### config.mk
export PLATFORM = sky130hd
export DESIGN_NAME = intc_reg_front
export DESIGN_NICKNAME = d
export VERILOG_FILES = /design/src/rtl/intc_reg_pkg.sv /design/src/rtl/intc_reg_decode.sv /design/src/rtl/intc_lvt_entry.sv /design/src/rtl/intc_err_status.sv /design/src/rtl/intc_reg_front.sv
export SDC_FILE = /design/constraint.sdc
export NUM_CORES = 1
export LEC_CHECK = 0
export CAP_MARGIN = 15
export CORE_UTILIZATION = 29
export DETAILED_ROUTE_END_ITERATION = 10
export PLACE_DENSITY = 0.51
export SYNTH_ARGS = -nofsm -noshare
export SYNTH_HDL_FRONTEND = slang
export SYNTH_SLANG_ARGS = --single-unit
### constraint.sdc
create_clock -name clk -period 10.5 [get_ports clk]
set_input_delay 3.15 -clock clk [delete_from_list [all_inputs] [get_ports clk]]
set_output_delay 3.15 -clock clk [all_outputs]
set_load 0.03 [all_outputs]
### src/rtl/intc_reg_pkg.sv
package intc_reg_pkg;

   typedef enum logic [3:0] {
      RG_NONE, RG_ID, RG_VER, RG_TPR, RG_EOI, RG_LDR, RG_DFR, RG_SVR,
      RG_ESR, RG_LVT, RG_INIT, RG_CUR, RG_DIV, RG_ARR
   } reg_kind_e;

   typedef enum logic [1:0] {
      ARR_NONE = 2'd0,
      ARR_ISR  = 2'd1,
      ARR_TMR  = 2'd2,
      ARR_IRR  = 2'd3
   } arr_kind_e;

   // slot numbers are offset[11:4]
   localparam logic [7:0] SLOT_ID   = 8'h02;
   localparam logic [7:0] SLOT_VER  = 8'h03;
   localparam logic [7:0] SLOT_TPR  = 8'h08;
   localparam logic [7:0] SLOT_EOI  = 8'h0B;
   localparam logic [7:0] SLOT_LDR  = 8'h0D;
   localparam logic [7:0] SLOT_DFR  = 8'h0E;
   localparam logic [7:0] SLOT_SVR  = 8'h0F;
   localparam logic [7:0] SLOT_ESR  = 8'h28;
   localparam logic [7:0] SLOT_LVT0 = 8'h32;
   localparam logic [7:0] SLOT_INIT = 8'h38;
   localparam logic [7:0] SLOT_CUR  = 8'h39;
   localparam logic [7:0] SLOT_DIV  = 8'h3E;

   // window numbers are offset[11:7]
   localparam logic [4:0] WIN_ISR = 5'h02;
   localparam logic [4:0] WIN_TMR = 5'h03;
   localparam logic [4:0] WIN_IRR = 5'h04;

   localparam logic [31:0] LVT_RO_MASK = 32'h0000_5000;
   localparam logic [31:0] LVT_RST     = 32'h0001_0000;
   localparam logic [3:0]  DIV_KEEP    = 4'hB;

   // true when the last byte of the access leaves the 8-byte word
   function automatic logic span_crosses(input logic [2:0] lo, input logic [1:0] sz);
      logic [3:0] last;
      last = {1'b0, lo} + ((4'd1 << sz) - 4'd1);
      return last[3];
   endfunction

endpackage

### src/rtl/intc_reg_decode.sv
module intc_reg_decode
   import intc_reg_pkg::*;
#(
   parameter int ADDR_W    = 12,
   parameter int LVT_N     = 6,
   parameter int LVT_IDX_W = 3
) (
   input  logic [ADDR_W-1:0]    offset,
   input  logic [1:0]           size,
   output reg_kind_e            kind,
   output logic [LVT_IDX_W-1:0] lvt_idx,
   output arr_kind_e            arr_kind,
   output logic [3:0]           arr_idx,
   output logic                 span_err
);

   logic       hi_ok;
   logic [7:0] slot;
   logic [7:0] lvt_off;

   if (ADDR_W > 12) begin : g_hi
      assign hi_ok = ~|offset[ADDR_W-1:12];
   end else begin : g_nohi
      assign hi_ok = 1'b1;
   end

   assign slot     = offset[11:4];
   assign lvt_off  = slot - SLOT_LVT0;
   assign span_err = span_crosses(offset[2:0], size);
   assign arr_idx  = offset[6:3];
   assign lvt_idx  = lvt_off[LVT_IDX_W-1:0];

   always_comb begin
      kind     = RG_NONE;
      arr_kind = ARR_NONE;
      if (hi_ok) begin
         unique case (offset[11:7])
            WIN_ISR: arr_kind = ARR_ISR;
            WIN_TMR: arr_kind = ARR_TMR;
            WIN_IRR: arr_kind = ARR_IRR;
            default: arr_kind = ARR_NONE;
         endcase
         if (arr_kind != ARR_NONE) begin
            kind = RG_ARR;
         end else if (!offset[3]) begin
            unique case (slot)
               SLOT_ID:   kind = RG_ID;
               SLOT_VER:  kind = RG_VER;
               SLOT_TPR:  kind = RG_TPR;
               SLOT_EOI:  kind = RG_EOI;
               SLOT_LDR:  kind = RG_LDR;
               SLOT_DFR:  kind = RG_DFR;
               SLOT_SVR:  kind = RG_SVR;
               SLOT_ESR:  kind = RG_ESR;
               SLOT_INIT: kind = RG_INIT;
               SLOT_CUR:  kind = RG_CUR;
               SLOT_DIV:  kind = RG_DIV;
               default: begin
                  if (slot >= SLOT_LVT0 && lvt_off < 8'(LVT_N))
                     kind = RG_LVT;
               end
            endcase
         end
      end
   end

endmodule

### src/rtl/intc_lvt_entry.sv
module intc_lvt_entry #(
   parameter int          DATA_W  = 32,
   parameter logic [31:0] RO_MASK = 32'h0000_5000,
   parameter logic [31:0] RST_VAL = 32'h0001_0000
) (
   input  logic              clk,
   input  logic              rst_n,
   input  logic              we,
   input  logic [DATA_W-1:0] wdata,
   output logic [DATA_W-1:0] q
);

   localparam logic [DATA_W-1:0] KEEP = RO_MASK[DATA_W-1:0];

   always_ff @(posedge clk or negedge rst_n) begin
      if (!rst_n)  q <= RST_VAL[DATA_W-1:0];
      else if (we) q <= (wdata & ~KEEP) | (q & KEEP);
   end

endmodule

### src/rtl/intc_err_status.sv
module intc_err_status #(
   parameter int ERR_W = 8
) (
   input  logic             clk,
   input  logic             rst_n,
   input  logic             wr,
   input  logic             rd,
   input  logic [ERR_W-1:0] set_bits,
   output logic [ERR_W-1:0] q
);

   logic armed_q;
   logic do_clear;

   assign do_clear = wr && armed_q;

   always_ff @(posedge clk or negedge rst_n) begin
      if (!rst_n) begin
         q       <= '0;
         armed_q <= 1'b0;
      end else begin
         q <= (do_clear ? '0 : q) | set_bits;
         if (wr)      armed_q <= ~armed_q;
         else if (rd) armed_q <= 1'b0;
      end
   end

endmodule

### src/rtl/intc_reg_front.sv
module intc_reg_front
   import intc_reg_pkg::*;
#(
   parameter int          ADDR_W      = 12,
   parameter int          DATA_W      = 32,
   parameter int          ERR_W       = 8,
   parameter int          LVT_N       = 6,
   parameter logic [31:0] VERSION_VAL = 32'h0006_0011,
   parameter bit          RSP_PIPE    = 1'b1
) (
   input  logic              clk,
   input  logic              rst_n,
   input  logic              req_valid,
   input  logic              req_write,
   input  logic [ADDR_W-1:0] req_offset,
   input  logic [1:0]        req_size,
   input  logic [DATA_W-1:0] req_wdata,
   output logic              rsp_valid,
   output logic [DATA_W-1:0] rsp_rdata,
   output logic              rsp_err,
   output logic              access_err,
   output logic              eoi_pulse,
   output logic              sw_enable,
   input  logic [ERR_W-1:0]  err_set_i,
   input  logic [DATA_W-1:0] cur_count_i,
   output logic [1:0]        arr_sel_o,
   output logic [3:0]        arr_idx_o,
   output logic              arr_we_o,
   input  logic [DATA_W-1:0] arr_rdata_i
);

   localparam int LVT_IDX_W = (LVT_N > 1) ? $clog2(LVT_N) : 1;

   if (DATA_W != 32) begin : g_bad_data
      initial $fatal(1, "intc_reg_front: DATA_W must be 32");
   end
   if (ADDR_W < 12) begin : g_bad_addr
      initial $fatal(1, "intc_reg_front: ADDR_W must be at least 12");
   end
   if (ERR_W < 1 || ERR_W > 32) begin : g_bad_err
      initial $fatal(1, "intc_reg_front: ERR_W out of range");
   end
   if (LVT_N < 1 || LVT_N > 6) begin : g_bad_lvt
      initial $fatal(1, "intc_reg_front: LVT_N must be 1..6");
   end

   reg_kind_e            kind;
   arr_kind_e            arr_kind;
   logic [LVT_IDX_W-1:0] lvt_idx;
   logic                 span_err;
   logic                 hit, bad, we, rd;

   intc_reg_decode #(
      .ADDR_W    (ADDR_W),
      .LVT_N     (LVT_N),
      .LVT_IDX_W (LVT_IDX_W)
   ) u_dec (
      .offset   (req_offset),
      .size     (req_size),
      .kind     (kind),
      .lvt_idx  (lvt_idx),
      .arr_kind (arr_kind),
      .arr_idx  (arr_idx_o),
      .span_err (span_err)
   );

   assign hit = req_valid && !span_err && (kind != RG_NONE);
   assign bad = req_valid && !hit;
   assign we  = hit && req_write;
   assign rd  = hit && !req_write;

   assign arr_sel_o = (req_valid && !span_err) ? arr_kind : ARR_NONE;
   assign arr_we_o  = we && (kind == RG_ARR);

   // ---------------- plain registers ----------------
   logic [7:0]        id_q, tpr_q, ldr_q;
   logic [3:0]        dfr_q, div_q;
   logic [DATA_W-1:0] svr_q, init_q;
   logic              sw_en_q, eoi_q, acc_err_q;

   always_ff @(posedge clk or negedge rst_n) begin
      if (!rst_n) begin
         id_q      <= '0;
         tpr_q     <= '0;
         ldr_q     <= '0;
         dfr_q     <= 4'hF;
         div_q     <= '0;
         svr_q     <= DATA_W'(32'h0000_00FF);
         init_q    <= '0;
         sw_en_q   <= 1'b0;
         eoi_q     <= 1'b0;
         acc_err_q <= 1'b0;
      end else begin
         eoi_q <= we && (kind == RG_EOI);
         if (bad) acc_err_q <= 1'b1;
         if (we) begin
            unique case (kind)
               RG_ID:   id_q   <= req_wdata[7:0];
               RG_TPR:  tpr_q  <= req_wdata[7:0];
               RG_LDR:  ldr_q  <= req_wdata[31:24];
               RG_DFR:  dfr_q  <= req_wdata[31:28];
               RG_DIV:  div_q  <= req_wdata[3:0] & DIV_KEEP;
               RG_INIT: init_q <= req_wdata;
               RG_SVR: begin
                  svr_q   <= req_wdata;
                  sw_en_q <= req_wdata[8];
               end
               default: ;
            endcase
         end
      end
   end

   assign eoi_pulse  = eoi_q;
   assign access_err = acc_err_q;
   assign sw_enable  = sw_en_q;

   // ---------------- vector-table entries ----------------
   logic [DATA_W-1:0] lvt_q [LVT_N];

   for (genvar g = 0; g < LVT_N; g++) begin : g_lvt
      logic ent_we;
      assign ent_we = we && (kind == RG_LVT) && (lvt_idx == LVT_IDX_W'(g));
      intc_lvt_entry #(
         .DATA_W  (DATA_W),
         .RO_MASK (LVT_RO_MASK),
         .RST_VAL (LVT_RST)
      ) u_ent (
         .clk   (clk),
         .rst_n (rst_n),
         .we    (ent_we),
         .wdata (req_wdata),
         .q     (lvt_q[g])
      );
   end

   // ---------------- error status ----------------
   logic [ERR_W-1:0] esr_q;

   intc_err_status #(.ERR_W(ERR_W)) u_esr (
      .clk      (clk),
      .rst_n    (rst_n),
      .wr       (we && (kind == RG_ESR)),
      .rd       (rd && (kind == RG_ESR)),
      .set_bits (err_set_i),
      .q        (esr_q)
   );

   // ---------------- read mux ----------------
   logic [DATA_W-1:0] rd_val;

   always_comb begin
      rd_val = '0;
      if (rd) begin
         unique case (kind)
            RG_ID:   rd_val = {24'h0, id_q};
            RG_VER:  rd_val = VERSION_VAL;
            RG_TPR:  rd_val = {24'h0, tpr_q};
            RG_LDR:  rd_val = {ldr_q, 24'h0};
            RG_DFR:  rd_val = {dfr_q, 28'hFFF_FFFF};
            RG_SVR:  rd_val = svr_q;
            RG_ESR:  rd_val = DATA_W'(esr_q);
            RG_LVT:  rd_val = lvt_q[lvt_idx];
            RG_INIT: rd_val = init_q;
            RG_CUR:  rd_val = cur_count_i;
            RG_DIV:  rd_val = {28'h0, div_q};
            RG_ARR:  rd_val = arr_rdata_i;
            default: rd_val = '0;
         endcase
      end
   end

   // ---------------- response stage ----------------
   if (RSP_PIPE) begin : g_rsp_reg
      always_ff @(posedge clk or negedge rst_n) begin
         if (!rst_n) begin
            rsp_valid <= 1'b0;
            rsp_rdata <= '0;
            rsp_err   <= 1'b0;
         end else begin
            rsp_valid <= req_valid;
            rsp_rdata <= rd_val;
            rsp_err   <= bad;
         end
      end
   end else begin : g_rsp_comb
      assign rsp_valid = req_valid;
      assign rsp_rdata = rd_val;
      assign rsp_err   = bad;
   end

endmodule

After elaboration in Yosys (flattened, before gate mapping)
Index checks and enable logic that the tools add are counted.
{"block": "word_totals", "inputBits": 122, "regBits": 333, "output_inout_bits": 44}
{"block": "classes", "reduce_logical": 32, "eq_ne": 32, "muxes": 14, "addsub": 3, "magnitude_cmp": 3, "shifts": 1, "n_bitwise": 9}
{"operator": "$pmux W32 S12", "n": 1}
{"operator": "$or A32 B15 Y32", "n": 6}
{"operator": "$bmux W32 S3", "n": 1}
{"operator": "$mux W32", "n": 3}
{"operator": "$pmux W4 S11", "n": 1}
{"operator": "$eq A8 B4 Y1 const B", "n": 5}
{"operator": "$eq A8 B6 Y1 const B", "n": 4}
{"operator": "$eq A4 B4 Y1 const B", "n": 6}
{"operator": "$logic_and A1 B1 Y1", "n": 18}
{"operator": "$eq A4 B3 Y1 const B", "n": 4}
{"operator": "$eq A8 B2 Y1 const B", "n": 2}
{"operator": "$reduce_and A2 Y1", "n": 7}
{"operator": "$mux W4", "n": 3}
{"operator": "$eq A5 B2 Y1 const B", "n": 2}
{"operator": "$eq A4 B2 Y1 const B", "n": 2}
{"operator": "$ge A8 B6 Y1 const B", "n": 1}
{"operator": "$lt A8 B3 Y1 const B", "n": 1}
{"operator": "$mux W8", "n": 1}
{"operator": "$or A8 B8 Y8", "n": 1}
{"operator": "$sub A8 B6 Y8 const B", "n": 1}
{"operator": "$eq A3 B2 Y1 const B", "n": 2}
{"operator": "$eq A3 B3 Y1 const B", "n": 2}
{"operator": "$pmux W2 S3", "n": 1}
{"operator": "$eq A5 B3 Y1 const B", "n": 1}
{"operator": "other kinds (14)", "n": 18}

Longest topological paths before layout
{"block": "logic_depth", "ltp_word": 14, "depth_mapped": 12}

Modules after synthesis
A second synthesis with hierarchy kept.
{"block": "hier_totals", "cells_unflattened": 1183, "area_unflattened_um2": 16360.7}
{"module": "intc_reg_front", "instances": 1, "seq_area_each_um2": 3293.2, "cells_each": 684, "area_per_inst_um2": 7947.6}
{"module": "intc_lvt_entry", "instances": 6, "seq_area_each_um2": 752.0, "cells_each": 66, "area_per_inst_um2": 1255.0}
{"module": "intc_reg_decode", "instances": 1, "seq_area_each_um2": 0.0, "cells_each": 83, "area_per_inst_um2": 573.0}
{"module": "intc_err_status", "instances": 1, "seq_area_each_um2": 225.2, "cells_each": 20, "area_per_inst_um2": 310.3}

Least setup slack after synthesis
OpenSTA, ideal clock, no wires.
{"block": "synth_path", "path_kind": "input port to output port", "start": "input req_size[0]", "end": "output arr_sel_o[1]", "arrival_ns": 5.291, "setup_slack_ns": 2.059, "cell_stages": 8, "path_cell_list": "nand2b_1 ha_1 inv_1 ha_1 a31oi_1 xnor2_1 nand2_1 nor4_1"}
{"block": "synth_via", "elab_chain_cells": 6}
{"item": "start: declaration", "line_no": "intc_reg_front.sv:16", "rtl": "input logic [1:0] req_size,"}
{"item": "$shl A1 B2 Y4", "line_no": "intc_reg_pkg.sv:41", "rtl": "last = {1'b0, lo} + ((4'd1 << sz) - 4'd1);"}
{"item": "$sub A4 B1 Y4", "line_no": "intc_reg_pkg.sv:41"}
{"item": "$add A3 B4 Y4", "line_no": "intc_reg_pkg.sv:41"}
{"item": "$logic_not A1 Y1", "line_no": "intc_reg_front.sv:72", "rtl": "assign arr_sel_o = (req_valid && !span_err) ? arr_kind : ARR_NONE;"}
{"item": "$logic_and A1 B1 Y1", "line_no": "intc_reg_front.sv:72"}
{"item": "$mux W2", "line_no": "intc_reg_front.sv:72"}
{"item": "end: declaration", "line_no": "intc_reg_front.sv:26", "rtl": "output logic [1:0] arr_sel_o,"}
No other way between the ends.

Worst setup path after layout
{"block": "layout_path", "start": "input req_size[0]", "end": "output arr_we_o"}
{"block": "layout_via", "elab_chain_cells": 8}
{"item": "$shl A1 B2 Y4", "line_no": "intc_reg_pkg.sv:41"}
{"item": "$sub A4 B1 Y4", "line_no": "intc_reg_pkg.sv:41"}
{"item": "$add A3 B4 Y4", "line_no": "intc_reg_pkg.sv:41"}
{"item": "$logic_not A1 Y1", "line_no": "intc_reg_front.sv:67", "rtl": "assign hit = req_valid && !span_err && (kind != RG_NONE);"}
{"item": "$logic_and A1 B1 Y1 (2 in series)", "line_no": "intc_reg_front.sv:67"}
{"item": "$logic_and A1 B1 Y1", "line_no": "intc_reg_front.sv:69", "rtl": "assign we = hit && req_write;"}
{"item": "$logic_and A1 B1 Y1", "line_no": "intc_reg_front.sv:73", "rtl": "assign arr_we_o = we && (kind == RG_ARR);"}
{"item": "end: declaration", "line_no": "intc_reg_front.sv:28", "rtl": "output logic arr_we_o,"}
No other way between the ends.

==> results.sh <==
export IMPL_status="finished clean"
export IMPL_setup_tns_ns=0
export IMPL_grt_max_degree=190
export IMPL_ys_seq_elements=320
export IMPL_antenna_cells=0
export IMPL_period_share_pct=87.7
export IMPL_initial_core_util_pct=29.4
export IMPL_synthCells=1149
export IMPL_worstSkewPairLatency_ns=0.56
export IMPL_holdCritPathClass="reg2reg"
export IMPL_finalSetupViolations=0
export IMPL_drcViolationCount=0
export IMPL_period_needed_ns=9.21
export IMPL_ir_drop_uv=96.8
export IMPL_skew_ns=0.0127
export IMPL_fin_hold_ws_ns=0.470
export IMPL_wl_per_cell_um=22.3
export IMPL_end_kind="output port"
export IMPL_whs_path_depth=1
export IMPL_path_delay_family="buffers and inverters"
export IMPL_synth_top_cell_area_share_pct=49.9
export IMPL_cts_buffers=40
export IMPL_syn_nets=1275
export IMPL_synth_fa_ha_area_share_pct=0.404
export IMPL_grt_pass1_vias=10700
export IMPL_reg2reg_depth=5
export IMPL_path_cells="clkdlybuf4s50_1, nand2b_1, ha_1, inv_1, ha_1, a31oi_1, xnor2_1, nand4_1, nor2_1, clkdlybuf4s50_1"
export IMPL_post_cts_buffers=0
export IMPL_cp_startpoint="req_size[0]"
export IMPL_worstSetupStartpointType="input pin"
export IMPL_synthesis_area_um2=15200
export IMPL_rsz0062_at_grt="false"
export IMPL_syn_area_per_cell_um2=13.2
export IMPL_drtPass1Iterations=4
export IMPL_multi_input_comb_area_um2=6740
export IMPL_fillers=4999
export IMPL_synthArstFlopShare_pct=100
export IMPL_cp_num_buf_inv=3
export IMPL_place_congestion=0.769
export IMPL_row_count=83
export IMPL_yosys_mux_area_fraction_pct=28.6
export IMPL_synth_edf_count=0
export IMPL_cts_sinks=320
export IMPL_grt_usage_pct=17.0
export IMPL_cts_hold_buf=0
export IMPL_fin_area_um2=18800
export IMPL_required_ns=7.35
export IMPL_drv_slew=0
export IMPL_ctsResizeCount=0
export IMPL_cp_slowest_cell="clkdlybuf4s50_1"
export IMPL_core_um2=51500
export IMPL_final_util_pct=36.5
export IMPL_hold_start="access_err"
export IMPL_slowest_delay_ns=0.70
export IMPL_ant_nets=0
export IMPL_grt_ovfl_total=0
export IMPL_clkTransAtPathRegs_ns=0.06
export IMPL_critPathKind="in2out"
export IMPL_grt_pass1_wl_um=68800
export IMPL_viasPerCell=5.14
export IMPL_ys_warn_count=0
export IMPL_fmax_mhz=109
export IMPL_path_max_fanout=7
export IMPL_maxCapViolCount=0
export IMPL_power_uw=2820
export IMPL_hold_violations=0
export IMPL_yosysSeqAreaShare_pct=53.0
export IMPL_htree_levels=2
export IMPL_synth_compound_area_share_pct=8.00
export IMPL_synthFlopType="dfrtp_1"
export IMPL_cp_data_arrival_time_ns=6.06
export IMPL_io_pins=166
export IMPL_vias=10200
export IMPL_power_leakage_uw=0.00846
export IMPL_worstMarginPinSlew_ns=1.19
export IMPL_max_slew_margin_pct=20.9
export IMPL_io_buffers=165
export IMPL_dieHeight_um=231
export IMPL_dieArea_um2=53200
export IMPL_seq_area_um2=8030
export IMPL_die_width_um=231
export IMPL_synth_area_leaders="dfrtp_1, mux2_2, mux4_2"
export IMPL_dp_hpwl_um=27400
export IMPL_p_per_area_nw_per_um2=150
export IMPL_synth_xor_area_share_pct=0.116
export IMPL_r2r_start="g_lvt[1].u_ent.q[19]"
export IMPL_cts_tree="yes"
export IMPL_clock_path_buffers=3
export IMPL_dpl_instance_area_um2=17500
export IMPL_yosys_area_share_simple_pct=6.90
export IMPL_area_growth_pct=24.0
export IMPL_synthDistinctLibCells=68
export IMPL_timing_critical_path_depth=10
export IMPL_antenna_found_initial=3
export IMPL_cts_root_buf="clkbuf_16"
export IMPL_drtIter0Drc=703
export IMPL_yosysTopAreaCell="dfrtp_1"
export IMPL_drive_above_1_share_pct=31.5
export IMPL_drt_total_wl_um=44500
export IMPL_nets=1408
export IMPL_synth_top_family_by_area="multiplexers"
-- report_power, final --
| group | internal [uW] | switching, uW | total (uW) |
|---|---|---|---|
| Combinational | 67.3 | 107 | 174 |
| Clock | 864 | 547 | 1410 |
| Sequential | 1240 | 0.758 | 1240 |
-- cell type report --
| class | instances | share of cell area [%] |
|---|---|---|
| Clock buffer | 60 | 6.16 |
| Clock inverter | 12 | 0.985 |
| Inverter | 8 | 0.160 |
| Multi-Input combinational cell | 727 | 35.8 |
| Sequential cell | 320 | 42.7 |
| Tap cell | 680 | 4.53 |
| Timing Repair Buffer | 185 | 9.64 |
-- flip-flops by register name (all words and copies together) (netlist names) --
signal / count
rsp_err: 1
g_lvt.u_ent.q: 180
eoi_pulse: 1
u_esr.armed_q: 1
u_esr.q: 8
svr_q: 32
rsp_rdata: 32
ldr_q: 8
access_err: 1
init_q: 32
rsp_valid: 1
id_q: 8
tpr_q: 8
dfr_q: 4
div_q: 3
-- worst register-to-register path: cells and delay by family, from the launching register on --
family / cells / cell delay [ns]
muxes: 1 / 0.46
and+or+nand+nor: 1 / 0.06
AOI/OAI and AO/OA: 3 / 0.70
DFF: 1 / 0.37
-- cells in the mapped netlist (3+ instances only) --
library cell and number:
mux2i_1 40, o32a_1 4, nor2b_1 5, buf_6 3
nand2_1 71, nor2_1 42, and3_1 24, mux2_2 229
ha_1 4, buf_4 5, o2bb2ai_1 10, a22oi_1 6
a222oi_1 4, nand2b_1 6, mux2_1 21, mux2_4 30
a211oi_1 3, buf_1 16, clkbuf_1 51, or3_1 3
inv_1 8, a41oi_1 16, dfstp_2 18, nor4b_1 3
a221oi_1 17, a21o_1 9, o2111ai_1 4, buf_2 19
a311oi_1 12, nor4_1 5, a21oi_1 30, and2_1 3
o211ai_1 10, mux4_2 30, o21ai_0 14, dfrtp_1 302
nor3_1 18, nand3_1 6, a31oi_1 10
-- cells in the final DEF, fill, tap and decap left out, types with 12 or more instances in the layout --
cell	count
nor3_1	17
buf_4	20
nand2_1	70
clkdlybuf4s50_1	162
mux2_2	229
dfstp_2	18
a221oi_1	17
a41oi_1	16
a311oi_1	12
o21ai_0	14
a21oi_1	29
and3_1	23
nor2_1	40
mux4_2	30
dfrtp_1	302
mux2i_1	40
clkbuf_1	13
clkbuf_16	41
mux2_1	21
mux2_4	30
-- worst paths after layout --
kind	end	slack [ns]
max reg2reg	rsp_rdata[19]	8.72
max in group asynchronous	ldr_q[2]	6.37
min	access_err	0.47
min in group asynchronous	rsp_rdata[8]	2.60
min reg2reg	access_err	0.47
max	arr_we_o	1.29
-- routing by layer --
metal / vias up / GRT usage, % / wire length, um
met4: 0 / 4.82 / 875
met5: - / 0 / 0
met2: 231 / 26.2 / 20300
li1: 4544 / - / -
met1: 5405 / 24.5 / 21300
met3: 51 / 2.83 / 2070
-- cells by family after synthesis --
kind of cell               Yosys count
muxes                              350
AOI/OAI and AO/OA                  162
xor gates and xnor gates             2
and+or+nand+nor                    208
buffers and inverters              102
adders and majority gates            5
DFF                                320
-- metrics by stage --
stage / worst slack, ns / instances
2_1_floorplan: 2.06 / 1149
3_3_place_gp: 1.36 / 1920
3_5_place_dp: 1.29 / 1920
4_1_cts: 1.27 / 1992
5_1_grt: 1.06 / 1992
6_report: 1.29 / 1992
Power figures use the tool's default switching activity.
